### src/rtl/mdio_pkg.sv
package mdio_pkg;
  localparam int REG_AW      = 3;
  localparam int DATA_W      = 16;
  localparam int FIELD_W     = 5;
  localparam int SEL_W       = 3;
  localparam int HALF_W      = 4;
  localparam int PRE_BITS    = 32;
  localparam int FRAME_BITS  = PRE_BITS + 4 + 2 * FIELD_W + 2 + DATA_W;
  localparam int IDX_W       = $clog2(FRAME_BITS);
  localparam int TA_FIRST    = FRAME_BITS - DATA_W - 2;
  localparam int DATA_FIRST  = FRAME_BITS - DATA_W;

  localparam logic [REG_AW-1:0] OFS_ADDR  = 3'd0;
  localparam logic [REG_AW-1:0] OFS_CMD   = 3'd1;
  localparam logic [REG_AW-1:0] OFS_WDATA = 3'd2;
  localparam logic [REG_AW-1:0] OFS_RDATA = 3'd3;
  localparam logic [REG_AW-1:0] OFS_STAT  = 3'd4;
  localparam logic [REG_AW-1:0] OFS_CFG   = 3'd5;

  localparam logic [SEL_W-1:0] SEL_RESET = 3'd6;

  // half of the MDC divisor, in system clocks
  function automatic logic [HALF_W-1:0] half_of(input logic [SEL_W-1:0] sel);
    case (sel)
      3'd0:    half_of = 4'd2;
      3'd1:    half_of = 4'd3;
      3'd2:    half_of = 4'd4;
      3'd3:    half_of = 4'd5;
      3'd4:    half_of = 4'd7;
      3'd5:    half_of = 4'd10;
      default: half_of = 4'd14;
    endcase
  endfunction
endpackage

### src/rtl/mdio_clkgen.sv
module mdio_clkgen
  import mdio_pkg::*;
(
  input  logic              clk,
  input  logic              rst,
  input  logic              run,
  input  logic [HALF_W-1:0] half,
  output logic              mdc,
  output logic              rise_p,
  output logic              fall_p
);
  logic [HALF_W-1:0] cnt;

  always_ff @(posedge clk) begin
    if (rst || !run) begin
      cnt    <= '0;
      mdc    <= 1'b0;
      rise_p <= 1'b0;
      fall_p <= 1'b0;
    end else if (cnt == half - 4'd1) begin
      cnt    <= '0;
      mdc    <= ~mdc;
      rise_p <= ~mdc;
      fall_p <= mdc;
    end else begin
      cnt    <= cnt + 4'd1;
      rise_p <= 1'b0;
      fall_p <= 1'b0;
    end
  end
endmodule

### src/rtl/mdio_frame_engine.sv
module mdio_frame_engine
  import mdio_pkg::*;
(
  input  logic               clk,
  input  logic               rst,
  input  logic               start_wr,
  input  logic               start_rd,
  input  logic [FIELD_W-1:0] phy,
  input  logic [FIELD_W-1:0] regn,
  input  logic [DATA_W-1:0]  wdata,
  input  logic [HALF_W-1:0]  half_in,
  input  logic               rise_p,
  input  logic               fall_p,
  input  logic               mdio_i,
  output logic               busy,
  output logic               is_rd,
  output logic [HALF_W-1:0]  half_q,
  output logic               mdio_o,
  output logic               mdio_oe,
  output logic [DATA_W-1:0]  rdata
);
  logic [FRAME_BITS-1:0] sh;
  logic [FRAME_BITS-1:0] frm;
  logic [IDX_W-1:0]      idx;
  logic [DATA_W-1:0]     rd_sh;
  logic [IDX_W:0]        idx_nx;
  logic                  oe_nx;

  always_comb begin
    frm = {{PRE_BITS{1'b1}}, 2'b01,
           (start_rd ? 2'b10 : 2'b01), phy, regn,
           (start_rd ? 2'b11 : 2'b10),
           (start_rd ? {DATA_W{1'b0}} : wdata)};
    idx_nx = {1'b0, idx} + 1'b1;
    oe_nx  = !(is_rd && (idx_nx >= (IDX_W+1)'(TA_FIRST)));
  end

  always_ff @(posedge clk) begin
    if (rst) begin
      busy    <= 1'b0;
      is_rd   <= 1'b0;
      half_q  <= half_of(SEL_RESET);
      idx     <= '0;
      sh      <= '0;
      rd_sh   <= '0;
      rdata   <= '0;
      mdio_o  <= 1'b1;
      mdio_oe <= 1'b0;
    end else if (!busy) begin
      if (start_wr || start_rd) begin
        busy    <= 1'b1;
        is_rd   <= start_rd;
        half_q  <= half_in;
        idx     <= '0;
        sh      <= frm;
        mdio_o  <= frm[FRAME_BITS-1];
        mdio_oe <= 1'b1;
      end
    end else begin
      if (rise_p && is_rd && (idx >= IDX_W'(DATA_FIRST)))
        rd_sh <= {rd_sh[DATA_W-2:0], mdio_i};
      if (fall_p) begin
        if (idx == IDX_W'(FRAME_BITS - 1)) begin
          busy    <= 1'b0;
          mdio_o  <= 1'b1;
          mdio_oe <= 1'b0;
          if (is_rd) rdata <= rd_sh;
        end else begin
          idx     <= idx_nx[IDX_W-1:0];
          sh      <= {sh[FRAME_BITS-2:0], 1'b0};
          mdio_o  <= oe_nx ? sh[FRAME_BITS-2] : 1'b1;
          mdio_oe <= oe_nx;
        end
      end
    end
  end
endmodule

### src/rtl/mdio_mgmt_ctrl.sv
module mdio_mgmt_ctrl
  import mdio_pkg::*;
(
  input  logic              clk,
  input  logic              rst,
  input  logic [REG_AW-1:0] bus_addr,
  input  logic              bus_wr,
  input  logic [DATA_W-1:0] bus_wdata,
  output logic [DATA_W-1:0] bus_rdata,
  output logic              mdc,
  output logic              mdio_o,
  output logic              mdio_oe,
  input  logic              mdio_i
);
  logic [FIELD_W-1:0] phy_q, reg_q;
  logic               cmd_q;
  logic [DATA_W-1:0]  wdat_q;
  logic [SEL_W-1:0]   cfg_q;
  logic               busy, eng_is_rd, rise_p, fall_p;
  logic [HALF_W-1:0]  eng_half;
  logic [DATA_W-1:0]  rdata;
  logic               start_wr, start_rd;

  assign start_wr = bus_wr && (bus_addr == OFS_WDATA) && !busy;
  assign start_rd = bus_wr && (bus_addr == OFS_CMD) && bus_wdata[0] && !busy;

  always_ff @(posedge clk) begin
    if (rst) begin
      phy_q  <= '0;
      reg_q  <= '0;
      cmd_q  <= 1'b0;
      wdat_q <= '0;
      cfg_q  <= SEL_RESET;
    end else if (bus_wr) begin
      case (bus_addr)
        OFS_ADDR: begin
          phy_q <= bus_wdata[12:8];
          reg_q <= bus_wdata[4:0];
        end
        OFS_CMD:   if (!busy) cmd_q  <= bus_wdata[0];
        OFS_WDATA: if (!busy) wdat_q <= bus_wdata;
        OFS_CFG:   cfg_q <= bus_wdata[SEL_W-1:0];
        default: ;
      endcase
    end
  end

  always_ff @(posedge clk) begin
    if (rst) begin
      bus_rdata <= '0;
    end else begin
      case (bus_addr)
        OFS_ADDR:  bus_rdata <= {3'b000, phy_q, 3'b000, reg_q};
        OFS_CMD:   bus_rdata <= {{(DATA_W-1){1'b0}}, cmd_q};
        OFS_WDATA: bus_rdata <= wdat_q;
        OFS_RDATA: bus_rdata <= rdata;
        OFS_STAT:  bus_rdata <= {{(DATA_W-1){1'b0}}, busy};
        OFS_CFG:   bus_rdata <= {{(DATA_W-SEL_W){1'b0}}, cfg_q};
        default:   bus_rdata <= '0;
      endcase
    end
  end

  mdio_clkgen u_clk (
    .clk(clk), .rst(rst), .run(busy), .half(eng_half),
    .mdc(mdc), .rise_p(rise_p), .fall_p(fall_p)
  );

  mdio_frame_engine u_eng (
    .clk(clk), .rst(rst), .start_wr(start_wr), .start_rd(start_rd),
    .phy(phy_q), .regn(reg_q), .wdata(bus_wdata),
    .half_in(half_of(cfg_q)), .rise_p(rise_p), .fall_p(fall_p),
    .mdio_i(mdio_i), .busy(busy), .is_rd(eng_is_rd), .half_q(eng_half),
    .mdio_o(mdio_o), .mdio_oe(mdio_oe), .rdata(rdata)
  );
endmodule


### config.mk
export PLATFORM = sky130hd
export DESIGN_NAME = mdio_mgmt_ctrl
export DESIGN_NICKNAME = d
export VERILOG_FILES = /design/src/rtl/mdio_pkg.sv /design/src/rtl/mdio_clkgen.sv /design/src/rtl/mdio_frame_engine.sv /design/src/rtl/mdio_mgmt_ctrl.sv
export SDC_FILE = /design/constraint.sdc
export NUM_CORES = 1
export LEC_CHECK = 0
export ABC_CLOCK_PERIOD_IN_PS = 3300
export BUFFER_PORTS_ARGS = -buffer_cell sky130_fd_sc_hd__buf_2
export CAP_MARGIN = 20
export CELL_PAD_IN_SITES_DETAIL_PLACEMENT = 0
export CELL_PAD_IN_SITES_GLOBAL_PLACEMENT = 1
export CORE_AREA = 2 2 118 120
export DETAILED_ROUTE_END_ITERATION = 8
export DIE_AREA = 0 0 120 122
export HOLD_SLACK_MARGIN = 0.12
export PLACE_DENSITY = 0.93
export RECOVER_POWER = 25
export SYNTH_ARGS = -nofsm -noshare
export SYNTH_HDL_FRONTEND = slang
export SYNTH_SLANG_ARGS = --single-unit
### constraint.sdc
create_clock -name clk -period 3.3 [get_ports clk]
set_input_delay 0.495 -clock clk [delete_from_list [all_inputs] [get_ports clk]]
set_output_delay 0.495 -clock clk [all_outputs]
set_load 0.01 [all_outputs]
==> summary.txt, run 1 <==
Outcome
  • Run status: finished, violations left
  • Failing checks: max-slew violations

Critical path
  • Crit path arrival time: 2.62 ns
  • Setup Crit Path Kind: reg2reg
  • Maximum fanout encountered on the critical timing path: 16
  • Worst-case reg-to-reg path depth: 6
  • Cell with the most instances on the worst path: sky130_fd_sc_hd__nor2_1
  • Stage delay of the slowest cell on the critical path: 0.63 ns
  • Data required time of the worst path: 3.56 ns
  • Endpoint type of the worst setup path: flop
  • Launching element type of the critical path: flop
  • Critical-path top delay cell: sky130_fd_sc_hd__nand4_2
  • Cell-by-cell listing of the critical path: ha_1 -> nand3_1 -> nor2_1 -> nand4_2 -> mux2i_1 -> nor2_1

Power
  • Power density over the cells: 607 nW/µm²
  • Leak Pwr: 0.00277 µW
  • Post-layout total power: 4410 µW
  • Worst VDD drop: 0.296 mV

Clock network
  • Maximum clock insertion buffer count: 2
  • Total CTS buffers: 17
  • Post-CTS setup buffer count: 0
  • Maximum level of the CTS H-tree: 4
  • Clock-pin slew reported for the worst setup and hold paths after clock tree synthesis: 0.06 ns
  • CTS tree: done
  • Latest clock arrival within the worst-skew pair: 0.43 ns
  • Quantity of gates resized following cts: 0
  • Number of buffers inserted by hold repair at cts: 0
  • Sink Count: 162
  • Clock Tree Root: sky130_fd_sc_hd__clkbuf_16

Layout
  • Total Nets Final: 791
  • Proportion of layout cells with a drive suffix above 1: 9.02%
  • Fillcell total: 1216
  • Post-route standard cell area excluding fillers: 7270 µm²
  • Commonest non-fill, non-tap cell in the layout: sky130_fd_sc_hd__dfxtp_1
  • Commonest non-fill, non-tap cells in the layout: sky130_fd_sc_hd__dfxtp_1 (162), sky130_fd_sc_hd__nor2_1 (154), sky130_fd_sc_hd__nand2_1 (79)
  • Area of the multi-input gates: 2850 µm²
  • Finished Layout Cells: 956
  • Syn-to-layout area delta: 14.1%
  • Antenna diode instance count: 0
  • Footprint of the flip-flops and latches: 3240 µm²

Die
  • Die width: 120 µm
  • Count of boundary I/O pins: 42
  • Overall die area: 14600 µm²
  • Overall die height: 122 µm
  • Effective utilization at floorplan: 47.2%
  • Site row count: 43
  • Floorplan Core Area: 13500 µm²

Route
  • Number of DRC markers in iteration 0: 543
  • Count of vias placed by the detailed router: 5139
  • DRT Pass-1 Iters: 7
  • Number of design rule violations left after detail routing: 0
  • Antenna viol nets, final: 0
  • Per-cell routed wire length: 14.4 µm
  • Vias per std cell: 5.38
  • Final WL: 13.7 mm

Timing
  • Worst hold slack after final layout: 0.309 ns
  • Minimum period implied by the final worst setup slack: 2.36 ns
  • Number of setup violations in the final report: 0
  • Maximum clock skew at final layout: 0.00973 ns
  • Setup TNS after final layout: 0 ns
  • Transition at the pin with the smallest max-transition slack: 1.50 ns
  • Final worst path period share: 71.5%
  • Slew Viols, Final: 58
  • Endpoints failing hold: 0
  • Top achievable clock speed: 424 MHz
  • RSZ-0062 raised after global routing: no
  • Max transition margin: -0.228%

Yosys
  • Syn_nets: 776
  • Async set-or-reset flop fraction in the synthesized netlist: 0%
  • Number of library cell types mapped by synthesis: 49
  • Top_reg_cell synth: sky130_fd_sc_hd__dfxtp_1
  • Share of the yosys chip area belonging to registers: 50.9%
  • Number of cells produced by synthesis: 749
  • Warnings, synthesis: 0
  • Cell area after technology mapping: 6370 µm²
  • Per-instance average area after synthesis: 8.51 µm²
  • Count of flip-flops with a built-in enable after synthesis: 0
  • Post-synthesis sequential element count: 162

Place
  • Cell area after placement: 6650 µm²
  • Total half-perimeter wirelength after legalization and detailed placement: 9.18 mm
  • Number of buffers added on ports: 41
  • GP Congestion: 0.809
  • Placed Cells: 925

GRT
  • Pin count of the biggest net entering global routing: 73
  • Vias in the first global route: 4858
  • Initial antenna violation count: 0
  • Tot GR Track Use: 19.8%
  • Overall overflow remaining after global route: 0
  • First-pass GRT wire length: 23.4 mm

Min path
  • Cells on Worst Hold Path: 3
  • Class of the worst hold path: in2reg

Flow run
  • Number of violations of the max-capacitance limit: 0
## metrics by stage
step | setup WS [ns] | utilization (%)
final | 0.940 | 53.8
after global placement | 1.01 | 49.3
after CTS | 0.951 | 54.1
after global routing | 0.725 | 53.8
after floorplan | 1.40 | -
after detailed placement | 0.910 | 49.3
## logic make-up after synthesis
logic type | after synthesis | synth area share (%)
DFF | 162 | 50.9
muxes | 44 | 6.91
AOI/OAI and AO/OA | 119 | 11.8
adders and majority gates | 4 | 0.785
and+or+nand+nor | 344 | 23.6
xor gates and xnor gates | 11 | 1.51
buffers and inverters | 65 | 4.46
## sequential cells by signal, summed over array words and instances (netlist names), 3 cells and up
register / flops
u_eng.rd_sh: 16
wdat_q: 16
bus_rdata: 16
cfg_q: 3
u_clk.cnt: 4
phy_q: 5
u_eng.idx: 6
reg_q: 5
u_eng.half_q: 4
u_eng.rdata: 16
u_eng.sh: 63
## worst max-delay path, delay by kind of cell, from the launching register on
family / cells / cell delay [ns]
adder cells (fa/ha/maj): 1 / 0.25
multiplexers: 1 / 0.36
AND/OR/NAND/NOR: 4 / 1.15
flip-flops: 1 / 0.41
## report_power, final
| group | total (µW) | switching, µW | internal (µW) | leakage (µW) |
|---|---|---|---|---|
| Combinational | 211 | 138 | 73.0 | 0.00113 |
| Clock | 2160 | 780 | 1380 | 0.000320 |
| Sequential | 2040 | 30.5 | 2010 | 0.00131 |
## worst paths after layout
path	from	endpoint	slack [ns]
min reg2reg	wdat_q[8]$_SDFFE_PP0P_	wdat_q[8]$_SDFFE_PP0P_	0.45
max reg2reg	u_eng.idx[0]$_SDFFE_PP0P_	u_eng.rdata[8]$_SDFFE_PP0P_	0.94
min	mdio_i	u_eng.rd_sh[0]$_SDFFE_PP0P_	0.31
max	u_eng.idx[0]$_SDFFE_PP0P_	u_eng.rdata[8]$_SDFFE_PP0P_	0.94
## area by class of cell
type | instances | area share (%)
Inverter | 10 | 0.516
Clock buffer | 19 | 6.23
Timing Repair Buffer | 51 | 3.58
Clock inverter | 12 | 2.79
Multi-Input combinational cell | 522 | 39.2
Sequential cell | 162 | 44.6
Tap cell | 180 | 3.10
## synthesized netlist by cell type (2+ instances only)
master	number	area [µm²]
sky130_fd_sc_hd__nand3_1	21	105
sky130_fd_sc_hd__xor2_1	2	17.5
sky130_fd_sc_hd__a211oi_1	14	105
sky130_fd_sc_hd__a31oi_1	2	12.5
sky130_fd_sc_hd__and3_1	2	12.5
sky130_fd_sc_hd__a211o_1	4	35.0
sky130_fd_sc_hd__nand2b_1	2	12.5
sky130_fd_sc_hd__xnor2_1	9	78.8
sky130_fd_sc_hd__a21oi_1	66	330
sky130_fd_sc_hd__o21ai_0	6	30.0
sky130_fd_sc_hd__nand2_1	80	300
sky130_fd_sc_hd__nor3b_1	3	22.5
sky130_fd_sc_hd__nor3_2	2	20.0
sky130_fd_sc_hd__nor2b_1	3	18.8
sky130_fd_sc_hd__o21bai_1	2	15.0
sky130_fd_sc_hd__and2_1	5	31.3
sky130_fd_sc_hd__dfxtp_1	162	3240
sky130_fd_sc_hd__nor3_1	59	295
sky130_fd_sc_hd__clkbuf_1	33	124
sky130_fd_sc_hd__inv_1	10	37.5
sky130_fd_sc_hd__ha_1	4	50.1
sky130_fd_sc_hd__nor2_1	154	578
sky130_fd_sc_hd__buf_2	17	85.1
sky130_fd_sc_hd__a221oi_1	15	131
sky130_fd_sc_hd__mux2i_1	44	440
sky130_fd_sc_hd__buf_4	3	22.5
sky130_fd_sc_hd__nand4_1	3	18.8
## per-layer routing
metal	up-vias	track usage (%)	wire (µm)	part of all wire [%]
met3	23	5.10	623	4.5
met1	2424	25.9	6410	47
met2	118	31.5	6440	47
li1	2574	-	-	-
met4	0	7.94	260	1.9
met5	-	0	0	0
No activity file was read; power rests on OpenSTA's default activity.
==> inputs of run 2 (changes only) <==
--- a/config.mk
+++ b/config.mk
@@ -5,16 +5,16 @@
 export SDC_FILE = /design/constraint.sdc
 export NUM_CORES = 1
 export LEC_CHECK = 0
-export ABC_CLOCK_PERIOD_IN_PS = 3300
+export ABC_CLOCK_PERIOD_IN_PS = 2350
 export BUFFER_PORTS_ARGS = -buffer_cell sky130_fd_sc_hd__buf_2
 export CAP_MARGIN = 20
 export CELL_PAD_IN_SITES_DETAIL_PLACEMENT = 0
 export CELL_PAD_IN_SITES_GLOBAL_PLACEMENT = 1
-export CORE_AREA = 2 2 118 120
+export CORE_AREA = 2 2 122 124
 export DETAILED_ROUTE_END_ITERATION = 8
-export DIE_AREA = 0 0 120 122
+export DIE_AREA = 0 0 124 126
 export HOLD_SLACK_MARGIN = 0.12
-export PLACE_DENSITY = 0.93
+export PLACE_DENSITY = 0.88
 export RECOVER_POWER = 25
 export SYNTH_ARGS = -nofsm -noshare
 export SYNTH_HDL_FRONTEND = slang
==> constraint.sdc (replaced) <==
create_clock -name clk -period 2.35 [get_ports clk]
set_input_delay 0.3525 -clock clk [delete_from_list [all_inputs] [get_ports clk]]
set_output_delay 0.3525 -clock clk [all_outputs]
set_load 0.01 [all_outputs]
==> summary.txt, run 2 (synthesis results as in run 1) <==
Outcome
  • Run status: complete, no violations

Layout
  • Total Nets Final: 797
  • Commonest non-fill, non-tap cells in the layout: sky130_fd_sc_hd__dfxtp_1 (162), sky130_fd_sc_hd__nor2_1 (154), sky130_fd_sc_hd__nand2_1 (79)
  • Syn-to-layout area delta: 14.8%
  • Antenna diode instance count: 0
  • Commonest non-fill, non-tap cell in the layout: sky130_fd_sc_hd__dfxtp_1
  • Fillcell total: 1369
  • Reg with most FFs: u_eng.sh
  • Footprint of the flip-flops and latches: 3240 µm²
  • Largest register FFs: 63
  • Area of the multi-input gates: 2850 µm²
  • Proportion of layout cells with a drive suffix above 1: 9.96%

Clock network
  • Maximum level of the CTS H-tree: 4
  • Total CTS buffers: 17
  • Clock-pin slew reported for the worst setup and hold paths after clock tree synthesis: 0.06 ns
  • Sink Count: 162
  • Number of buffers inserted by hold repair at cts: 0
  • CTS tree: done
  • Clock Tree Root: sky130_fd_sc_hd__clkbuf_16
  • Latest clock arrival within the worst-skew pair: 0.43 ns
  • Maximum clock insertion buffer count: 2
  • Quantity of gates resized following cts: 0
  • Post-CTS setup buffer count: 0

Route
  • DRT Pass-1 Iters: 5
  • Final WL: 14.3 mm
  • Vias per std cell: 5.36
  • Number of design rule violations left after detail routing: 0
  • Per-cell routed wire length: 14.8 µm
  • Count of vias placed by the detailed router: 5181
  • Antenna viol nets, final: 0
  • Number of DRC markers in iteration 0: 441

Critical path
  • Endpoint type of the worst setup path: flop
  • Critical Path Sink: u_eng.rdata[8]$_SDFFE_PP0P_
  • Crit path arrival time: 2.28 ns
  • Launching element type of the critical path: flop
  • Startpoint of the lowest-slack register-to-register path: u_eng.idx[0]$_SDFFE_PP0P_
  • Cell with the most instances on the worst path: sky130_fd_sc_hd__nor2_1
  • Critical Path Source: u_eng.idx[0]$_SDFFE_PP0P_
  • Maximum fanout encountered on the critical timing path: 16
  • Register-to-register path setup slack: 0.38 ns
  • Endpoint of the most critical register-to-register path: u_eng.rdata[8]$_SDFFE_PP0P_
  • Cell-by-cell listing of the critical path: ha_1 -> nand3_1 -> nor2_1 -> nand4_2 -> buf_4 -> mux2i_1 -> nor2_1
  • Data required time of the worst path: 2.66 ns
  • Critical-path top delay cell: sky130_fd_sc_hd__dfxtp_1
  • Setup Crit Path Kind: reg2reg
  • Worst-case reg-to-reg path depth: 7
  • Stage delay of the slowest cell on the critical path: 0.41 ns

Flow run
  • Number of violations of the max-capacitance limit: 0

Timing
  • Minimum period implied by the final worst setup slack: 1.97 ns
  • Slew Viols, Final: 0
  • Number of setup violations in the final report: 0
  • Final worst path period share: 83.7%
  • Maximum clock skew at final layout: 0.00860 ns
  • Endpoints failing hold: 0
  • Setup TNS after final layout: 0 ns
  • Max transition margin: 39.4%
  • Top achievable clock speed: 508 MHz
  • RSZ-0062 raised after global routing: no
  • Transition at the pin with the smallest max-transition slack: 0.908 ns
  • Worst hold slack after final layout: 0.175 ns

Die
  • Overall die area: 15600 µm²
  • Effective utilization at floorplan: 44.5%
  • Floorplan Core Area: 14300 µm²
  • Site row count: 44
  • Die width: 124 µm
  • Count of boundary I/O pins: 42
  • Overall die height: 126 µm

GRT
  • Met1 Use GR: 26.0%
  • Pin count of the biggest net entering global routing: 60
  • First-pass GRT wire length: 23.6 mm
  • Highest-utilization routing layer at the global route stage: met2
  • Vias in the first global route: 4823
  • Initial antenna violation count: 0
  • Met3 capacity usage during global routing: 5.21%
  • Overall overflow remaining after global route: 0
  • Tot GR Track Use: 19.1%
  • Met2 layer usage reported by global route: 29.1%

Power
  • Worst VDD drop: 0.550 mV
  • Leak Pwr: 0.00278 µW
  • Power density over the cells: 825 nW/µm²

Min path
  • Class of the worst hold path: in2reg

Place
  • Total half-perimeter wirelength after legalization and detailed placement: 9.49 mm
  • GP Congestion: 0.763
  • Number of buffers added on ports: 41
[run 2: cell count changes in the layout (fill, tap and decap cells not counted), moves of 2 or more]
cell                         before  now
sky130_fd_sc_hd__bufinv_16        5    3
sky130_fd_sc_hd__buf_4            7   13
sky130_fd_sc_hd__clkinvlp_4       1    4
sky130_fd_sc_hd__buf_12           1    3
sky130_fd_sc_hd__clkinv_2         2    0
[run 2: layout make-up]
class,count,share of cell area (%)
clock buffer,19,6.06
clock inverter,13,2.40
inverter,10,0.513
multi-input combinational,522,38.9
sequential,162,44.3
tap,184,3.15
timing repair buffer,57,4.62
[run 2: layer usage]
metal / up-vias / share of wire, %
li1: 2597 / -
met1: 2452 / 47
met2: 111 / 46
met3: 21 / 4.6
met4: 0 / 1.7
met5: - / 0
[run 2: worst min-delay path by stage]
| stage | endpoint | cells after the start | start | slack [ns] |
|---|---|---|---|---|
| floorplan | u_eng.rd_sh[15]$_SDFFE_PP0P_ | 2 | u_eng.rd_sh[15]$_SDFFE_PP0P_ | 0.44 |
| global placement | wdat_q[12]$_SDFFE_PP0P_ | 2 | wdat_q[12]$_SDFFE_PP0P_ | 0.44 |
| detailed placement | wdat_q[13]$_SDFFE_PP0P_ | 2 | wdat_q[13]$_SDFFE_PP0P_ | 0.45 |
| CTS | u_eng.rd_sh[0]$_SDFFE_PP0P_ | 3 | mdio_i | 0.16 |
| global route | u_eng.rd_sh[0]$_SDFFE_PP0P_ | 3 | mdio_i | 0.16 |
| finish | u_eng.rd_sh[0]$_SDFFE_PP0P_ | 3 | mdio_i | 0.18 |
[run 2: through the flow]
step	cells	cell area [µm²]	setup WS (ns)	total power (µW)	utilization (%)
after floorplan	749	6370	0.530	3130	-
after global placement	935	6730	0.396	3220	47.0
after detailed placement	935	6730	0.351	3230	47.0
after CTS	967	7350	0.391	6090	51.3
after global routing	967	7310	0.219	6250	51.1
final	967	7310	0.383	6030	51.1
[run 2: critical path, delay by kind of cell (launching register included)]
kind,cells,cell delay [ns]
simple gates,4,0.71
flops,1,0.41
fa+ha+maj,1,0.28
buf+inv,1,0.26
mux,1,0.20
[run 2: power by group]
group          internal, µW  switching [µW]  total [µW]  leakage [µW]
sequential             2820            41.4        2860       0.00131
combinational           111             198         309       0.00118
clock                  1720            1150        2870      0.000289
